**src/rtl/romld_pkg.sv**
```systemverilog
package romld_pkg;

  // Sequencer states for one load run
  typedef enum logic [2:0] {
    SEQ_IDLE,
    SEQ_LEAD,
    SEQ_SEND,
    SEQ_RECV,
    SEQ_TAIL
  } seqState_t;

  // Strobes handed from the sequencer to the datapath
  typedef struct packed {
    logic csLvl;      // next chip select level
    logic clkLvl;     // next serial clock level
    logic diLvl;      // next data level toward the memory
    logic sampleBit;  // capture romDo into the word shifter
    logic storeWord;  // move the finished word into its slot
    logic clearAll;   // clear result slots at run start
  } pinStrobe_t;

  localparam int OPCODE_BITS = 3;
  localparam logic [OPCODE_BITS-1:0] READ_OPCODE = 3'b110;

endpackage

```
**src/rtl/romld_ctrl.sv**
```systemverilog
module romld_ctrl
  import romld_pkg::*;
#(
  parameter int PHASE_CYCLES = 25,
  parameter int WORD_COUNT   = 3,
  parameter int START_ADDR   = 10,
  parameter int ADDR_BITS    = 5,
  parameter int WORD_BITS    = 16,
  localparam int CNT_W   = (PHASE_CYCLES > 1) ? $clog2(PHASE_CYCLES) : 1,
  localparam int SEND_BITS = OPCODE_BITS + ADDR_BITS,
  localparam int MAX_BITS  = (SEND_BITS > WORD_BITS) ? SEND_BITS : WORD_BITS,
  localparam int BIT_W   = (MAX_BITS > 1) ? $clog2(MAX_BITS) : 1,
  localparam int WIDX_W  = (WORD_COUNT > 1) ? $clog2(WORD_COUNT) : 1
) (
  input  logic              clk,
  input  logic              rstN,
  input  logic              start,
  output logic              busy,
  output logic              done,
  output logic [WIDX_W-1:0] wordSlot,
  output pinStrobe_t        strb
);

  seqState_t         curState;
  logic [CNT_W-1:0]  phaseCnt;
  logic [1:0]        subPh;
  logic [BIT_W-1:0]  bitIdx;
  logic [WIDX_W-1:0] wordIdx;
  logic              phaseTick;
  logic              lastSub;
  logic              lastSendBit;
  logic              lastRecvBit;
  logic              lastWord;
  logic [ADDR_BITS-1:0] wordAddr;
  logic [SEND_BITS-1:0] cmdFrame;
  logic              txBit;

  assign phaseTick   = (phaseCnt == CNT_W'(PHASE_CYCLES - 1));
  assign lastSub     = (subPh == 2'd2);
  assign lastSendBit = (bitIdx == BIT_W'(SEND_BITS - 1));
  assign lastRecvBit = (bitIdx == BIT_W'(WORD_BITS - 1));
  assign lastWord    = (wordIdx == WIDX_W'(WORD_COUNT - 1));
  assign wordSlot    = wordIdx;

  // Address of the word being fetched, and the frame sent for it
  always_comb begin
    wordAddr = ADDR_BITS'(START_ADDR) + ADDR_BITS'(wordIdx);
    cmdFrame = {READ_OPCODE, wordAddr};
  end

  // Pick the frame bit for the current bit index, sent MSB first
  always_comb begin
    txBit = 1'b0;
    for (int i = 0; i < SEND_BITS; i++) begin
      if (bitIdx == BIT_W'(SEND_BITS - 1 - i)) txBit = cmdFrame[i];
    end
  end

  // Sequencer
  always_ff @(posedge clk or negedge rstN) begin
    if (!rstN) begin
      curState <= SEQ_IDLE;
      phaseCnt <= '0;
      subPh    <= '0;
      bitIdx   <= '0;
      wordIdx  <= '0;
      busy     <= 1'b0;
      done     <= 1'b0;
    end else begin
      done <= 1'b0;
      if (curState == SEQ_IDLE) begin
        if (start) begin
          curState <= SEQ_LEAD;
          busy     <= 1'b1;
          phaseCnt <= '0;
          subPh    <= '0;
          bitIdx   <= '0;
          wordIdx  <= '0;
        end
      end else begin
        phaseCnt <= phaseTick ? '0 : phaseCnt + CNT_W'(1);
        if (phaseTick) begin
          unique case (curState)
            SEQ_LEAD: begin
              curState <= SEQ_SEND;
              subPh    <= '0;
              bitIdx   <= '0;
            end
            SEQ_SEND: begin
              if (lastSub) begin
                subPh <= '0;
                if (lastSendBit) begin
                  curState <= SEQ_RECV;
                  bitIdx   <= '0;
                end else begin
                  bitIdx <= bitIdx + BIT_W'(1);
                end
              end else begin
                subPh <= subPh + 2'd1;
              end
            end
            SEQ_RECV: begin
              if (lastSub) begin
                subPh <= '0;
                if (lastRecvBit) begin
                  curState <= SEQ_TAIL;
                  bitIdx   <= '0;
                end else begin
                  bitIdx <= bitIdx + BIT_W'(1);
                end
              end else begin
                subPh <= subPh + 2'd1;
              end
            end
            SEQ_TAIL: begin
              if (lastWord) begin
                curState <= SEQ_IDLE;
                busy     <= 1'b0;
                done     <= 1'b1;
              end else begin
                wordIdx  <= wordIdx + WIDX_W'(1);
                curState <= SEQ_LEAD;
              end
            end
            default: curState <= SEQ_IDLE;
          endcase
        end
      end
    end
  end

  // Strobes toward the datapath
  always_comb begin
    strb = '0;
    strb.csLvl     = (curState == SEQ_SEND) || (curState == SEQ_RECV);
    strb.clkLvl    = ((curState == SEQ_SEND) && (subPh == 2'd1)) ||
                     ((curState == SEQ_RECV) && (subPh != 2'd2));
    strb.diLvl     = (curState == SEQ_SEND) && txBit;
    strb.sampleBit = (curState == SEQ_RECV) && (subPh == 2'd1) && phaseTick;
    strb.storeWord = (curState == SEQ_RECV) && lastSub && phaseTick && lastRecvBit;
    strb.clearAll  = (curState == SEQ_IDLE) && start;
  end

  AST_PHASE_HOLD: assert property (@(posedge clk) disable iff (!rstN)
    (curState != SEQ_IDLE && !phaseTick) |=> (curState == $past(curState)));

  AST_DONE_SINGLE: assert property (@(posedge clk) disable iff (!rstN)
    done |=> !done);

  AST_DONE_NOT_BUSY: assert property (@(posedge clk) disable iff (!rstN)
    done |-> !busy);

endmodule

```
**src/rtl/romld_dp.sv**
```systemverilog
module romld_dp
  import romld_pkg::*;
#(
  parameter int WORD_COUNT = 3,
  parameter int WORD_BITS  = 16,
  localparam int WIDX_W  = (WORD_COUNT > 1) ? $clog2(WORD_COUNT) : 1,
  localparam int BCNT_W  = $clog2(WORD_BITS + 1),
  localparam int TOTAL_W = WORD_COUNT * WORD_BITS
) (
  input  logic               clk,
  input  logic               rstN,
  input  pinStrobe_t         strb,
  input  logic [WIDX_W-1:0]  wordSlot,
  input  logic               romDo,
  output logic               romCs,
  output logic               romClk,
  output logic               romDi,
  output logic [TOTAL_W-1:0] stationWord
);

  logic [WORD_BITS-1:0] wordSr;
  logic [WORD_BITS-1:0] slotQ [WORD_COUNT];
  logic [BCNT_W-1:0]    bitsIn;

  // Registered pins toward the memory
  always_ff @(posedge clk or negedge rstN) begin
    if (!rstN) begin
      romCs  <= 1'b0;
      romClk <= 1'b0;
      romDi  <= 1'b0;
    end else begin
      romCs  <= strb.csLvl;
      romClk <= strb.clkLvl;
      romDi  <= strb.diLvl;
    end
  end

  // Incoming word shifter and bit counter
  always_ff @(posedge clk or negedge rstN) begin
    if (!rstN) begin
      wordSr <= '0;
      bitsIn <= '0;
    end else begin
      if (strb.sampleBit) begin
        wordSr <= {wordSr[WORD_BITS-2:0], romDo};
        bitsIn <= bitsIn + BCNT_W'(1);
      end else if (!strb.csLvl) begin
        bitsIn <= '0;
      end
    end
  end

  // Result slots
  always_ff @(posedge clk or negedge rstN) begin
    if (!rstN) begin
      for (int w = 0; w < WORD_COUNT; w++) slotQ[w] <= '0;
    end else if (strb.clearAll) begin
      for (int w = 0; w < WORD_COUNT; w++) slotQ[w] <= '0;
    end else if (strb.storeWord) begin
      for (int w = 0; w < WORD_COUNT; w++) begin
        if (wordSlot == WIDX_W'(w)) slotQ[w] <= wordSr;
      end
    end
  end

  // First slot goes to the most significant end
  generate
    for (genvar g = 0; g < WORD_COUNT; g++) begin : g_pack
      assign stationWord[(WORD_COUNT-1-g)*WORD_BITS +: WORD_BITS] = slotQ[g];
    end
  endgenerate

  AST_CS_FULL_WORD: assert property (@(posedge clk) disable iff (!rstN)
    $fell(romCs) |-> ($past(bitsIn) == BCNT_W'(WORD_BITS)));

  AST_DI_HELD_HIGH: assert property (@(posedge clk) disable iff (!rstN)
    (romClk && $past(romClk)) |-> $stable(romDi));

endmodule

```
**src/rtl/romld_top.sv**
```systemverilog
module romld_top
  import romld_pkg::*;
#(
  parameter int PHASE_CYCLES = 25,
  parameter int WORD_COUNT   = 3,
  parameter int START_ADDR   = 10,
  parameter int ADDR_BITS    = 5,
  parameter int WORD_BITS    = 16,
  localparam int WIDX_W  = (WORD_COUNT > 1) ? $clog2(WORD_COUNT) : 1,
  localparam int TOTAL_W = WORD_COUNT * WORD_BITS
) (
  input  logic               clk,
  input  logic               rstN,
  input  logic               start,
  output logic               busy,
  output logic               done,
  output logic [TOTAL_W-1:0] stationWord,
  output logic               romCs,
  output logic               romClk,
  output logic               romDi,
  input  logic               romDo
);

  pinStrobe_t        strb;
  logic [WIDX_W-1:0] wordSlot;

  romld_ctrl #(
    .PHASE_CYCLES(PHASE_CYCLES),
    .WORD_COUNT  (WORD_COUNT),
    .START_ADDR  (START_ADDR),
    .ADDR_BITS   (ADDR_BITS),
    .WORD_BITS   (WORD_BITS)
  ) u_ctrl (
    .clk     (clk),
    .rstN    (rstN),
    .start   (start),
    .busy    (busy),
    .done    (done),
    .wordSlot(wordSlot),
    .strb    (strb)
  );

  romld_dp #(
    .WORD_COUNT(WORD_COUNT),
    .WORD_BITS (WORD_BITS)
  ) u_dp (
    .clk        (clk),
    .rstN       (rstN),
    .strb       (strb),
    .wordSlot   (wordSlot),
    .romDo      (romDo),
    .romCs      (romCs),
    .romClk     (romClk),
    .romDi      (romDi),
    .stationWord(stationWord)
  );

  AST_DI_QUIET_IDLE: assert property (@(posedge clk) disable iff (!rstN)
    (!busy || !romCs) |-> !romDi);

endmodule

```
**config.mk**
```make
export PLATFORM = sky130hd
export DESIGN_NAME = romld_top
export DESIGN_NICKNAME = d
export VERILOG_FILES = /design/src/rtl/romld_pkg.sv /design/src/rtl/romld_ctrl.sv /design/src/rtl/romld_dp.sv /design/src/rtl/romld_top.sv
export SDC_FILE = /design/constraint.sdc
export NUM_CORES = 1
export LEC_CHECK = 0
export BUFFER_PORTS_ARGS = -buffer_cell sky130_fd_sc_hd__buf_2
export CORE_AREA = 2 2 103 105
export DETAILED_ROUTE_END_ITERATION = 6
export DIE_AREA = 0 0 105 107
export PLACE_DENSITY = 0.63
export SLEW_MARGIN = 20
export SYNTH_ARGS = -nofsm -noshare
export SYNTH_HDL_FRONTEND = slang
export SYNTH_HIERARCHICAL = 1
export SYNTH_SLANG_ARGS = --single-unit
export TNS_END_PERCENT = 30
```
**constraint.sdc**
```tcl
create_clock -name clk -period 2.4 [get_ports clk]
set_clock_uncertainty 0.05 [all_clocks]
set_input_delay 0 -clock clk [delete_from_list [all_inputs] [get_ports clk]]
set_output_delay 0 -clock clk [all_outputs]
set_load 0.01 [all_outputs]
```
; Yosys cells after proc, flatten, opt, wreduce, memory -nomap -nowiden
; Cells that the tools add are included.
[word_totals]
register_bits = 85
in_bits = 4
out_inout_bits = 53
wordCells = 126
[classes]
muxes = 51
n_eq_ne = 24
n_reduce_logical = 32
n_addsub = 5
[op_table]
columns = cell, n
row1 = 2-to-1 mux 48 bit, 2
row2 = 2-to-1 mux 16 bit, 3
row3 = 2-to-1 mux 4 bit, 7
row4 = 2-to-1 mux 3 bit, 7
row5 = 2-to-1 mux 1 bit, 18
row6 = == test 4 x 3 -> 1 bit (second input constant), 4
row7 = 2-to-1 mux 2 bit, 8
row8 = 2-to-1 mux 5 bit, 3
row9 = nonzero test 2 bit, 7
row10 = != test 3 x 1 -> 1 bit (second input constant), 4
row11 = case mux 3 bit (4 select lines), 1
row12 = case mux 4 bit (3 select lines), 1
row13 = logical AND 1 bit, 9
row14 = == test 4 x 2 -> 1 bit (second input constant), 2
row15 = AND reduction 4 bit, 2
row16 = == test 3 x 2 -> 1 bit (second input constant), 2
row17 = != test 2 bit (second input constant), 3
row18 = AND reduction 2 bit, 3
row19 = AND reduction 6 bit, 1
row20 = adder 4 x 2 -> 5 bit (first input constant), 1
row21 = adder 5 x 1 -> 5 bit (second input constant), 1
row22 = == test 5 bit (second input constant), 1
row23 = AND reduction 5 bit, 1
row24 = adder 2 x 1 -> 2 bit (second input constant), 2
row25 = other kinds (16), 19

; Logic depth before layout (Yosys ltp)
; Gate-level depths: netlist (run 1).
[depth]
depth_word = 10
depth_mapped = 10
ltp_nobuf = 7

; Hierarchy
; Netlist (run 1), hierarchy kept.
[modules_own_cells]
columns = mod, cells_per_inst, seq_area_each_um2, area_per_inst_um2, instances
row1 = romld_dp, 215, 1676.6, 2857.7, 1
row2 = romld_ctrl, 132, 450.4, 1192.4, 1

; Worst setup path before layout (run 1)
; OpenSTA, ideal clock, no wires.
[synth_path]
kind = register -> register
from = register u_ctrl.phaseCnt[0]
to = register u_dp.slotQ, in the netlist u_dp/stationWord[37]
path_stages_with_launch = 11
setup_slack_ns = 0.180
t_arrival_ns = 2.046
setup_time_ns = 0.124
t_required_ns = 2.226
synth_period_minus_slack_ns = 2.220
n_path_buf = 3
cell_sequence = dfrtp_1 > inv_1 > ha_1 > and4b_4 > buf_6 > nand4_1 > nor3_1 > or3b_1 > buf_2 > buf_6 > mux2i_1
[synth_rtl]
columns = item, line
row1 = "start, declared", romld_ctrl.sv:25  ; logic [CNT_W-1:0] phaseCnt;
row2 = "start signal, assigned", romld_ctrl.sv:81  ; phaseCnt <= phaseTick ? '0 : phaseCnt + CNT_W'(1);
row3 = "end signal, assigned by index", romld_dp.sv:61  ; if (wordSlot == WIDX_W'(w)) slotQ[w] <= wordSr;
row4 = "end, declared", romld_dp.sv:22  ; logic [WORD_BITS-1:0] slotQ [WORD_COUNT];

==> results.md, run 1 <==
- The net count of the finished layout is 418.
- The count of yosys warnings during synthesis is 6.
- Entering global routing, the biggest net connects 66 pins.
- The number of antenna diodes in the final layout is 0.
- The wire length of the first global-routing pass is 13600 µm.
- The starting density of the core is 40.1%.
- The H-tree depth is 3.
- The TritonCTS clock tree is done.
- After detailed routing, the number of remaining DRC violations is 0.
- The leakage component of the power is 2.41 nW.
- In the layout the commonest cells are 85 x sky130_fd_sc_hd__dfrtp_1, 67 x sky130_fd_sc_hd__nand2b_1, 55 x sky130_fd_sc_hd__buf_2.
- The detailed-router iteration count before antenna repair is 4.
- The post-synthesis async set-or-reset flop share is 100%.
- The number of vias in the routed layout is 2744.
- At the pin with the least slew margin, the transition time is 0.484 ns.
- The tool flagged a number of max-cap violations equal to 0.
- The residual antenna-violating net count after detailed routing is 0.
- Counting every instance in the synthesized netlist gives 347.
- The flow ran to the end, and the final reports show no timing, DRC or antenna violations.
- The post-synthesis area per instance is 11.7 µm².
- By area the synthesized netlist is led by sky130_fd_sc_hd__dfrtp_1 53%, sky130_fd_sc_hd__mux2i_1 12%, sky130_fd_sc_hd__nand2b_1 10%.
- Hold timing on the final database bottoms out at a slack of 0.0281 ns.
- The worst pin sits at a relative slew slack of 67.5%.
- The relative area change from synthesis to final layout is 16.5%.
- 57 I/O pins were placed.
- The die height is 107 µm.
- The final weighted congestion in routability-driven placement is 0.868.
- The worst setup margin is 0.208 ns.
- Walking the worst path, the cells encountered are inv_1 > ha_1 > and4b_4 > nand4_1 > nor3_1 > or3b_1 > buf_4 > mux2i_1.
- After clock tree synthesis, the clock-pin slew on the worst setup and hold paths is 0.10 ns.
- The number of placed instances, taps included is 529.
- The maximum net fanout on the critical path is 12.
- The total overflow left after global routing is 0.
- The synthesized netlist occupies a cell area of 4050 µm².
- The clock drives 85 sinks.
- For this design, the slowest cell found on the critical path is sky130_fd_sc_hd__dfrtp_1.
- Dividing the detail-routed wire length by the instance count gives 14.7 µm.
- The placement-stage worst setup slack is 0.219 ns.
- The distinct cell type count after synthesis is 46.
- The number of fillers in the final layout is 964.
- The class of the tightest hold or removal check is in -> async.
- The floorplan core area is 10100 µm².
- The number of global-route vias before repair is 2722.
- STA classifies the critical path endpoint as a register.
- STA classifies the critical path startpoint as a register.
- The maximum vdd ir drop is 217 µV.
- The horizontal die dimension is 105 µm.
- The clock latency at the later pin of the worst-skew pair is 0.36 ns.
- The detailed router finished its first iteration with 107 violations.
- The initial antenna violation count was 0.
- The post-synthesis net count is 358.
- The number of buffers created by CTS is 9.
- In this run, synthesis inferred 0 flip-flops with an integrated enable.
- The total count of hold-check failures in the final report was 0.
- The total area of sequential cells is 2130 µm².
- The total wire length after detailed routing is 8070 µm.
- The clock tree buffer depth is 2.
- Using the TritonRoute via totals, the vias-per-cell ratio works out to 5.01.
- The post-CTS setup buffer count is 0.
- The fraction of final layout cells with drive strength greater than 1 is 25.7%.
- In the finished design, the share of the clock period the worst path needs comes to 91.3%.
- The data arrival time of the critical path is 2.38 ns.
- In this run the biggest area consumer among cell types represents 52.5% of the synthesized area.
- Input and output buffers added on the ports amount to 56.
- The delay of the slowest critical-path stage is 0.42 ns.
- After floorplanning, the core was divided into 37 placement rows.
- The root buffer selected by CTS is sky130_fd_sc_hd__clkbuf_8.
- The maximum operating frequency is 0.456 GHz.
- The area of the multi-input gates is 1780 µm².
- Global routing used 15.3% of the available tracks.
- The post-layout instance count excluding filler cells is 548.
- In the final timing run, aggregate negative setup slack is 0 ns.
- The sum of net half-perimeters after detailed placement is 5470 µm.
- The endpoint required time on the critical path is 2.59 ns.
- The post-synthesis sequential area ratio is 52.5%.
- The category of the most critical setup path is reg -> reg.
- The cell type with the largest total area after synthesis is sky130_fd_sc_hd__dfrtp_1.
- The shortest period the worst path allows is 2.19 ns.
- The most used flip-flop cell after synthesis is sky130_fd_sc_hd__dfrtp_1.
- Leaving out fill and tap cells, the most frequent cell in the layout is sky130_fd_sc_hd__dfrtp_1.
- For this run, the share of the core covered by cells in the final layout is 46.8%.
- Setup repair after global routing left no endpoint under its margin.
- The total of endpoints with negative setup slack in the final report is 0.
- The power density relative to cell area is 512 nW/µm².
- The max-slew violation count is 0.
- The total of flip-flops plus latches after synthesis is 85.
- The die covers 11200 µm².
-- per-layer routing --
layer / vias to the layer above / track usage (%) / routed length [µm]
met4: 0 / 6.38 / 108
met2: 75 / 24.3 / 3810
met3: 14 / 3.34 / 343
met1: 1342 / 20.3 / 3800
met5: - / 0 / 0
li1: 1313 / - / -
-- through the flow --
| stage | cell area (µm²) | total power, mW |
|---|---|---|
| 6_report | 4720 | 2.42 |
| 2_1_floorplan | 4050 | 1.49 |
| 3_3_place_gp | 4510 | 1.53 |
| 3_5_place_dp | 4510 | 1.53 |
| 4_1_cts | 4710 | 2.46 |
| 5_1_grt | 4720 | 2.53 |
-- flip-flops by register name, indices dropped and copies added (netlist names) --
signal            flops
u_ctrl/wordSlot       2
u_dp/wordSr          16
u_ctrl/done           1
u_ctrl/phaseCnt       5
u_ctrl/subPh          2
u_ctrl/curState       3
u_dp/romClk           1
u_ctrl/bitIdx         4
u_dp/romCs            1
u_dp/stationWord     48
u_ctrl/busy           1
u_dp/romDi            1
-- logic make-up (layout without fill, tap and decap cells) --
family                     after synthesis  after routing  share of synthesized area [%]
and+or+nand+nor                        116            116                           17.5
adders and majority gates                7              7                           2.16
muxes                                   66             66                           16.8
buffers and inverters                   32             97                           4.08
DFF                                     85             85                           52.5
xor gates and xnor gates                 3              3                          0.649
AOI/OAI and AO/OA                       38             38                           6.30
-- power by group --
group          leakage [nW]  internal, mW  switching (mW)
logic                  1.19        0.0192          0.0425
registers              1.14          1.43         0.00548
clock network        0.0833         0.383           0.530
total                  2.41          1.84           0.578
-- worst max-delay path: cells and delay by family, from the launching register on --
| kind | cells | cell delay, ns |
|---|---|---|
| adder cells (fa/ha/maj) | 1 | 0.16 |
| multiplexers | 1 | 0.14 |
| buffers and inverters | 2 | 0.28 |
| flip-flops | 1 | 0.42 |
| AND/OR/NAND/NOR | 4 | 1.00 |
-- worst paths after layout --
path	startpoint	end	slack [ns]	depth (start not counted)
setup / recovery	u_ctrl/phaseCnt[0]	u_dp/stationWord[39]	0.21	8
hold / removal	rstN	u_dp/stationWord[6]	0.03	2
setup reg to reg	u_ctrl/phaseCnt[0]	u_dp/stationWord[39]	0.21	8
hold reg to reg	u_dp/wordSr[15]	u_dp/wordSr[15]	0.47	1
max in group asynchronous	rstN	u_dp/wordSr[4]	1.63	3
min in group clk	romDo	u_dp/wordSr[0]	0.36	3
-- final cells by class --
cell class | instances | area share, %
sequential | 85 | 45.1
multi-input combinational | 230 | 37.7
timing repair buffer | 69 | 9.01
tap | 136 | 3.61
clock buffer | 10 | 2.70
clock inverter | 6 | 0.981
inverter | 12 | 0.954
-- repair_timing --
| item | in CTS | in global routing |
|---|---|---|
| resized for setup | 0 | 1 |
| endpoints found under the setup margin | 0 | 1 |
| hold buffers | 3 | 0 |
| hold endpoints to repair | 90 | 0 |
-- synth_stat cells, drive strengths merged, types with 2 or more instances --
| cell type | count |
|---|---|
| xor2 | 2 |
| a22o | 2 |
| o32ai | 2 |
| and3b | 2 |
| nand2 | 16 |
| nand3b | 2 |
| nor2 | 7 |
| a21oi | 4 |
| ha | 7 |
| inv | 12 |
| o22ai | 3 |
| a31o | 2 |
| clkbuf | 11 |
| o21ai | 11 |
| mux2 | 17 |
| a31oi | 2 |
| mux2i | 49 |
| o211ai | 2 |
| nand2b | 68 |
| o31ai | 5 |
| nor3 | 5 |
| buf | 9 |
| nand3 | 5 |
| dfrtp | 85 |
Power figures use the tool's default switching activity.
==> run 2: changes to the inputs <==
--- a/config.mk
+++ b/config.mk
@@ -7,6 +7,7 @@
 export LEC_CHECK = 0
 export BUFFER_PORTS_ARGS = -buffer_cell sky130_fd_sc_hd__buf_2
 export CORE_AREA = 2 2 103 105
+export CTS_BUF_LIST = sky130_fd_sc_hd__clkbuf_8
 export DETAILED_ROUTE_END_ITERATION = 6
 export DIE_AREA = 0 0 105 107
 export PLACE_DENSITY = 0.63
==> constraint.sdc (replaced) <==
create_clock -name clk -period 2.11 [get_ports clk]
set_clock_uncertainty 0.05 [all_clocks]
set_input_delay 0 -clock clk [delete_from_list [all_inputs] [get_ports clk]]
set_output_delay 0 -clock clk [all_outputs]
set_load 0.01 [all_outputs]
==> run 2 against run 1 <==
Effect of this change:
- the flow now finishes with violations (setup timing)
- sequential power rose by 14%
- combinational power rose by 13%
- sequential share of layout area shrank 1.5 points
- fmax increased by 2.7%
- power grew 19%
- first-iteration DRC count grew 38%
- register-to-register slack got worse by 0.23 ns
- critical path depth did not move
- die area unchanged
- clock power grew 28%
- final area increased by 3.5%
- critical endpoint is now u_dp/stationWord[47]
- largest cell class unchanged
==> results.md, run 2 (synthesis results as in run 1) <==
- The initial antenna violation count is 0 (unchanged).
- The leakage component of the power is 2.49 nW (was 2.41 nW).
- The root buffer selected by CTS is sky130_fd_sc_hd__clkbuf_8 (unchanged).
- The TritonCTS clock tree is done (unchanged).
- The leading cell type in the layout, fill and taps excluded is sky130_fd_sc_hd__dfrtp_1 (unchanged).
- The final reports fail on setup timing.
- The total number of clock tree sinks is 85 (unchanged).
- The final weighted congestion in routability-driven placement was 0.781 (was 0.868).
- The number of top-level pins is 57 (unchanged).
- The detailed-router iteration count before antenna repair is 4 (unchanged).
- The post-route DRC violation count is 0 (unchanged).
- The slew of the pin with the lowest slew margin is 0.699 ns (was 0.484 ns).
- The startpoint type of the worst setup path was a register (unchanged).
- The residual antenna-violating net count after detailed routing came to 0 (unchanged).
- The horizontal die dimension is 105 µm (unchanged).
- The endpoint class of the critical path is a register (unchanged).
- The starting density of the core is 40.1% (unchanged).
- The sum of internal, switching and leakage power is 2.88 mW (was 2.42 mW).
- The power density relative to cell area came to 589 nW/µm² (was 512 nW/µm²).
- The number of vias in the routed layout came to 2763 (was 2744).
- The fraction of final layout cells with drive strength greater than 1 is 28.9% (was 25.7%).
- The category of the most critical setup path was reg -> reg (unchanged).
- The die height is 107 µm (unchanged).
- The H-tree depth is 3 (unchanged).
- The clock latency at the later pin of the worst-skew pair is 0.36 ns (about the same).
- The row count is 37 (unchanged).
- The minimum hold slack is 0.166 ns (was 0.0281 ns).
- The worst slew margin relative to its limit is 53.4% (was 67.5%).
- The data arrival time of the critical path is 2.33 ns (was 2.38 ns).
- The flip-flop count of the largest register after layout was 48 (unchanged).
- The sum of net half-perimeters after detailed placement is 5500 µm (was 5470 µm).
- The final routed wire length divided by cell count is 14.7 µm (about the same).
- The floorplan die area is 11200 µm² (unchanged).
- The maximum net fanout on the critical path is 6 (was 12).
- The number of buffers created by CTS came to 9 (unchanged).
- The largest net degree at the start of global routing is 65 (was 66).
- The post-layout net count is 428 (was 418).
- The first-iteration detailed-routing DRC count is 148 (was 107).
- The total wire length after detailed routing is 8190 µm (was 8070 µm).
- The total of endpoints with negative setup slack in the final report is 10 (was 0).
- Commonest cells after routing, fill and taps aside: 85 x sky130_fd_sc_hd__dfrtp_1, 67 x sky130_fd_sc_hd__nand2b_1, 55 x sky130_fd_sc_hd__buf_2 (unchanged).
- The endpoint required time on the critical path is 2.30 ns (was 2.59 ns).
- The worst setup margin was -0.0256 ns (was 0.208 ns).
- The setup TNS was -0.174 ns (was 0 ns).
- The count of inserted antenna diode cells is 0 (unchanged).
- The placement-stage worst setup slack came to 0.0388 ns (was 0.219 ns).
- The total count of hold-check failures in the final report was 0 (unchanged).
- The ratio of routed vias to standard cells is 4.95 (was 5.01).
- The post-layout instance count excluding filler cells is 558 (was 548).
- The number of input and output port buffers inserted is 56 (unchanged).
- Result of the run: finished, violations left (was completed).
- The clock tree buffer depth is 2 (unchanged).
- The wire length of the first global-routing pass was 13400 µm (was 13600 µm).
- The clock-pin slew on the worst setup and hold paths came to 0.09 ns (was 0.10 ns).
- The floorplan core area is 10100 µm² (unchanged).
- The number of placed instances, taps included came to 535 (was 529).
- The global-route congestion overflow total is 0 (unchanged).
- The class of the tightest hold or removal check is in -> async (unchanged).
- The shortest period the worst path allows is 2.14 ns (was 2.19 ns).
- Unrepaired setup endpoints after global routing: true (was false).
- The maximum operating frequency came to 0.468 GHz (was 0.456 GHz).
- The max-cap violation count is 0 (unchanged).
- The relative area change from synthesis to final layout came to 20.6% (was 16.5%).
- The fraction of the cycle the final worst path needs is 101% (was 91.3%).
- The max-slew violation count is 0 (unchanged).
- The maximum vdd ir drop was 263 µV (was 217 µV).
- The number of global-route vias before repair is 2722 (unchanged).
- The global router's overall resource usage is 15.0% (was 15.3%).
[run 2: cell types whose count changed in the layout (fill, tap and decap cells not counted), sizes merged]
cell	previous run	this run
buf	66	75
clkinvlp	2	1
bufinv	0	1
clkinv	2	3
[run 2: final cells by class]
cell class | count | area [µm²]
clock buffer | 9 | 124
clock inverter | 7 | 76.3
fill | 935 | 5210
inverter | 12 | 45.0
multi-input combinational | 230 | 1790
sequential | 85 | 2130
tap | 136 | 170
timing repair buffer | 79 | 551
[run 2: final timing paths]
check                              startpoint                   end  slack (ns)  depth (start not counted)
setup / recovery           u_ctrl/phaseCnt[1]  u_dp/stationWord[47]       -0.03                          8
hold / removal                           rstN   u_dp/stationWord[6]        0.17                          2
setup reg to reg           u_ctrl/phaseCnt[1]  u_dp/stationWord[47]       -0.03                          8
hold reg to reg                   u_ctrl/busy           u_ctrl/busy        0.47                          2
max in group asynchronous                rstN    u_ctrl/curState[0]        1.21                          3
min in group clk                        romDo        u_dp/wordSr[0]        0.37                          3
[run 2: repair_timing]
| item | 4_1_cts | 5_1_grt |
|---|---|---|
| setup buffers | 0 | 3 |
| gates resized for setup | 0 | 11 |
| hold buffers | 3 | 0 |
| setup endpoints to repair | 0 | 25 |
| endpoints found under the hold margin | 58 | 0 |
[run 2: critical path, cell delays in order, from the launching register on]
cell and delay [ns]:
sky130_fd_sc_hd__dfrtp_1 0.42, sky130_fd_sc_hd__inv_2 0.10, sky130_fd_sc_hd__ha_4 0.13, sky130_fd_sc_hd__and4b_4 0.24, sky130_fd_sc_hd__nand4_1 0.11, sky130_fd_sc_hd__nor3_2 0.23, sky130_fd_sc_hd__or3b_4 0.45, sky130_fd_sc_hd__clkbuf_16 0.18
sky130_fd_sc_hd__mux2i_1 0.11
[run 2: layer usage]
metal | up-vias | wire length [µm] | global-route usage (%)
li1 | 1334 | - | -
met1 | 1356 | 3910 | 20.2
met2 | 64 | 3790 | 23.7
met3 | 9 | 375 | 3.83
met4 | 0 | 102 | 4.86
met5 | - | 0 | 0
[run 2: power by group]
part / leakage [nW] / switching [mW] / internal (mW) / total, mW
combinational: 1.25 / 0.0482 / 0.0218 / 0.0700
clock: 0.101 / 0.617 / 0.553 / 1.17
sequential: 1.14 / 0.00561 / 1.63 / 1.64
[run 2: stage by stage]
step	instance area, µm²	utilization, %
after global placement	4570	45.3
after global routing	4890	48.4
after CTS	4800	47.6
final	4890	48.4
after detailed placement	4570	45.3
after floorplan	4060	-
==> run 3: changes to the inputs <==
--- a/config.mk
+++ b/config.mk
@@ -5,12 +5,12 @@
 export SDC_FILE = /design/constraint.sdc
 export NUM_CORES = 1
 export LEC_CHECK = 0
-export BUFFER_PORTS_ARGS = -buffer_cell sky130_fd_sc_hd__buf_2
 export CORE_AREA = 2 2 103 105
 export CTS_BUF_LIST = sky130_fd_sc_hd__clkbuf_8
 export DETAILED_ROUTE_END_ITERATION = 6
 export DIE_AREA = 0 0 105 107
-export PLACE_DENSITY = 0.63
+export DONT_BUFFER_PORTS = 1
+export PLACE_DENSITY = 0.58
 export SLEW_MARGIN = 20
 export SYNTH_ARGS = -nofsm -noshare
 export SYNTH_HDL_FRONTEND = slang
==> run 3 against run 2 <==
Effect of this change:
- the flow now finishes without violations
- register-to-register slack gained 0.11 ns
- sequential power barely moved
- via count decreased by 7.7%
- final cell count is 10% lower
- clock-buffer cell count unchanged
- power decreased by 0.20%
- combinational power shrank 5.6%
- routed wire length fell by 2.6%
- fmax up 5.3%
- sequential cell count unchanged
- first-iteration DRC count is 5.4% lower
- critical path type unchanged
- largest cell class unchanged
- largest power group unchanged
==> results.md, run 3 (synthesis results as in run 1) <==
- Result of the run: completed (was finished, violations left).
- The slew of the pin with the lowest slew margin is 0.492 ns (was 0.699 ns).
- The die height was 107 µm (unchanged).
- The global router's overall resource usage was 15.2% (was 15.0%).
- The largest net degree at the start of global routing was 86 (was 65).
- The number of fillers in the final layout is 959 (was 935).
- The sequential group share of total power came to 57.0% (was 56.9%).
- The final design area excluding fillers is 4560 µm² (was 4890 µm²).
- The H-tree depth is 3 (unchanged).
- The startpoint type of the worst setup path is a register (unchanged).
- The fraction of the cycle the final worst path needs was 96.1% (was 101%).
- The maximum net fanout on the critical path is 6 (unchanged).
- The number of vias in the routed layout came to 2550 (was 2763).
- The shortest period the worst path allows is 2.03 ns (was 2.14 ns).
- The leading cell type in the layout, fill and taps excluded was sky130_fd_sc_hd__dfrtp_1 (unchanged).
- The internal reg-to-reg setup slack is 0.08 ns (was -0.03 ns).
- The TritonCTS clock tree is done (unchanged).
- The clock-pin slew on the worst setup and hold paths is 0.09 ns (about the same).
- The number of buffers created by CTS was 9 (unchanged).
- The post-layout utilization of the core is 45.2% (was 48.4%).
- The number of cells traversed by the worst register-to-register path is 8 (unchanged).
- The total of endpoints with negative setup slack in the final report is 0 (was 10).
- The endpoint required time on the critical path is 2.31 ns (was 2.30 ns).
- The max-cap violation count came to 0 (unchanged).
- The share of power burned in the clock network is 40.7% (about the same).
- The cell internal power dissipation came to 2.20 mW (was 2.21 mW).
- The post-route DRC violation count is 0 (unchanged).
- The max-slew violation count was 0 (unchanged).
- The clock latency at the later pin of the worst-skew pair is 0.35 ns (was 0.36 ns).
- The power density relative to cell area came to 630 nW/µm² (was 589 nW/µm²).
- The first-iteration detailed-routing DRC count is 140 (was 148).
- The global-route congestion overflow total came to 0 (unchanged).
- The worst hold path begins at start.
- The wire length of the first global-routing pass is 13600 µm (was 13400 µm).
- The total number of clock tree sinks is 85 (unchanged).
- The combinational power share came to 2.3% (was 2.4%).
- The number of placed instances, taps included is 479 (was 535).
- The total wire length after detailed routing is 7970 µm (was 8190 µm).
- The beginning of the worst register-to-register path is u_ctrl/phaseCnt[0] (was u_ctrl/phaseCnt[1]).
- The endpoint class of the critical path is a register (unchanged).
- The endpoint of the worst-slack reg-to-reg timing path was u_ctrl/bitIdx[3] (was u_dp/stationWord[47]).
- The instance area after placement is 4280 µm² (was 4570 µm²).
- The number of top-level pins is 57 (unchanged).
- The total count of hold-check failures in the final report came to 0 (unchanged).
- The initial antenna violation count was 0 (unchanged).
- The path with the worst hold slack has its endpoint at u_ctrl/busy.
- The starting density of the core came to 40.1% (unchanged).
- The worst slew margin relative to its limit is 66.3% (was 53.4%).
- The flip-flop count of the largest register after layout is 48 (unchanged).
- The maximum operating frequency was 0.493 GHz (was 0.468 GHz).
- Unrepaired setup endpoints after global routing: true (unchanged).
- The switching power is 670 µW (was 671 µW).
- Commonest cells after routing, fill and taps aside: 85 x sky130_fd_sc_hd__dfrtp_1, 67 x sky130_fd_sc_hd__nand2b_1, 49 x sky130_fd_sc_hd__mux2i_1 (was 85 x sky130_fd_sc_hd__dfrtp_1, 67 x sky130_fd_sc_hd__nand2b_1, 55 x sky130_fd_sc_hd__buf_2).
- The floorplan die area was 11200 µm² (unchanged).
- The floorplan core area is 10100 µm² (unchanged).
- The post-layout net count is 371 (was 428).
- The clock tree buffer depth was 2 (unchanged).
- The number of input and output port buffers inserted is 0 (was 56).
- The horizontal die dimension is 105 µm (unchanged).
- The sum of internal, switching and leakage power is 2.87 mW (was 2.88 mW).
- The residual antenna-violating net count after detailed routing is 0 (unchanged).
- The sum of net half-perimeters after detailed placement is 5250 µm (was 5500 µm).
- The leakage component of the power is 2.17 nW (was 2.49 nW).
- The final weighted congestion in routability-driven placement is 0.795 (was 0.781).
- The detailed-router iteration count before antenna repair is 4 (unchanged).
- The final routed wire length divided by cell count is 15.9 µm (was 14.7 µm).
- The class of the tightest hold or removal check is in -> reg (was in -> async).
- The fraction of final layout cells with drive strength greater than 1 came to 17.3% (was 28.9%).
- The root buffer selected by CTS is sky130_fd_sc_hd__clkbuf_8 (unchanged).
- The number of stages on the worst hold path is 3.
- The post-layout instance count excluding filler cells is 501 (was 558).
- The row count is 37 (unchanged).
- The relative area change from synthesis to final layout is 12.6% (was 20.6%).
- The ratio of routed vias to standard cells came to 5.09 (was 4.95).
- The fraction of power spent switching nets is 23.3% (about the same).
- The category of the most critical setup path was reg -> reg (unchanged).
- The number of global-route vias before repair is 2620 (was 2722).
- The count of inserted antenna diode cells was 0 (unchanged).
- The data arrival time of the critical path is 2.23 ns (was 2.33 ns).
- The maximum vdd ir drop was 250 µV (was 263 µV).
==> run 3: stage by stage <==
step | TNS, ns | worst slack (ns) | hold WS [ns]
2_1_floorplan | -0.311 | -0.0311 | -0.346
3_3_place_gp | 0 | 0.130 | -0.342
3_5_place_dp | 0 | 0.0734 | -0.341
4_1_cts | 0 | 0.0612 | 0.0894
5_1_grt | -0.0566 | -0.0204 | 0.119
6_report | 0 | 0.0826 | 0.104
==> run 3: what timing repair did <==
action / 4_1_cts / 5_1_grt
hold endpoints to repair: 95 / 0
endpoints found under the setup margin: 0 / 30
hold buffers: 4 / 0
resized for setup: 0 / 6
setup buffers: 0 / 2
==> run 3: power by group through the flow <==
stage	clock (mW)	combinational (mW)	sequential [mW]
after floorplan	0	0.0193	1.67
after global placement	0	0.0233	1.67
after detailed placement	0	0.0236	1.67
after CTS	1.21	0.0693	1.64
after global routing	1.27	0.0783	1.64
final	1.17	0.0661	1.64
==> run 3: critical path: stages (launching register included) <==
cell                      delay, ns
sky130_fd_sc_hd__dfrtp_1       0.40
sky130_fd_sc_hd__inv_1         0.06
sky130_fd_sc_hd__ha_2          0.18
sky130_fd_sc_hd__and4b_4       0.20
sky130_fd_sc_hd__buf_4         0.12
sky130_fd_sc_hd__buf_4         0.14
sky130_fd_sc_hd__a41o_1        0.30
sky130_fd_sc_hd__or2_4         0.26
sky130_fd_sc_hd__a31o_1        0.21
==> run 3: worst max path at each step <==
stage                            to  slack, ns          startpoint  cells after the start
2_1_floorplan  u_dp/stationWord[37]      -0.03  u_ctrl/phaseCnt[0]                     10
3_3_place_gp   u_dp/stationWord[42]       0.13  u_ctrl/phaseCnt[0]                      8
3_5_place_dp   u_dp/stationWord[40]       0.07  u_ctrl/phaseCnt[0]                      8
4_1_cts        u_dp/stationWord[40]       0.06  u_ctrl/phaseCnt[0]                      8
5_1_grt        u_dp/stationWord[24]      -0.02  u_ctrl/phaseCnt[0]                      9
6_report           u_ctrl/bitIdx[3]       0.08  u_ctrl/phaseCnt[0]                      8
==> run 3: layout make-up <==
| class | instances | area (µm²) | share of cell area (%) |
|---|---|---|---|
| clock buffer | 9 | 124 | 2.72 |
| clock inverter | 7 | 73.8 | 1.62 |
| inverter | 12 | 45.0 | 0.987 |
| multi-input combinational | 230 | 1780 | 39.0 |
| sequential | 85 | 2130 | 46.6 |
| tap | 136 | 170 | 3.73 |
| timing repair buffer | 22 | 241 | 5.29 |
==> run 3: per-layer routing <==
| metal | routed length (µm) | GRT usage, % | share of wire, % |
|---|---|---|---|
| met5 | 0 | 0 | 0 |
| met4 | 119 | 6.10 | 1.5 |
| met3 | 355 | 3.59 | 4.5 |
| met2 | 3650 | 24.0 | 46 |
| met1 | 3850 | 20.4 | 48 |
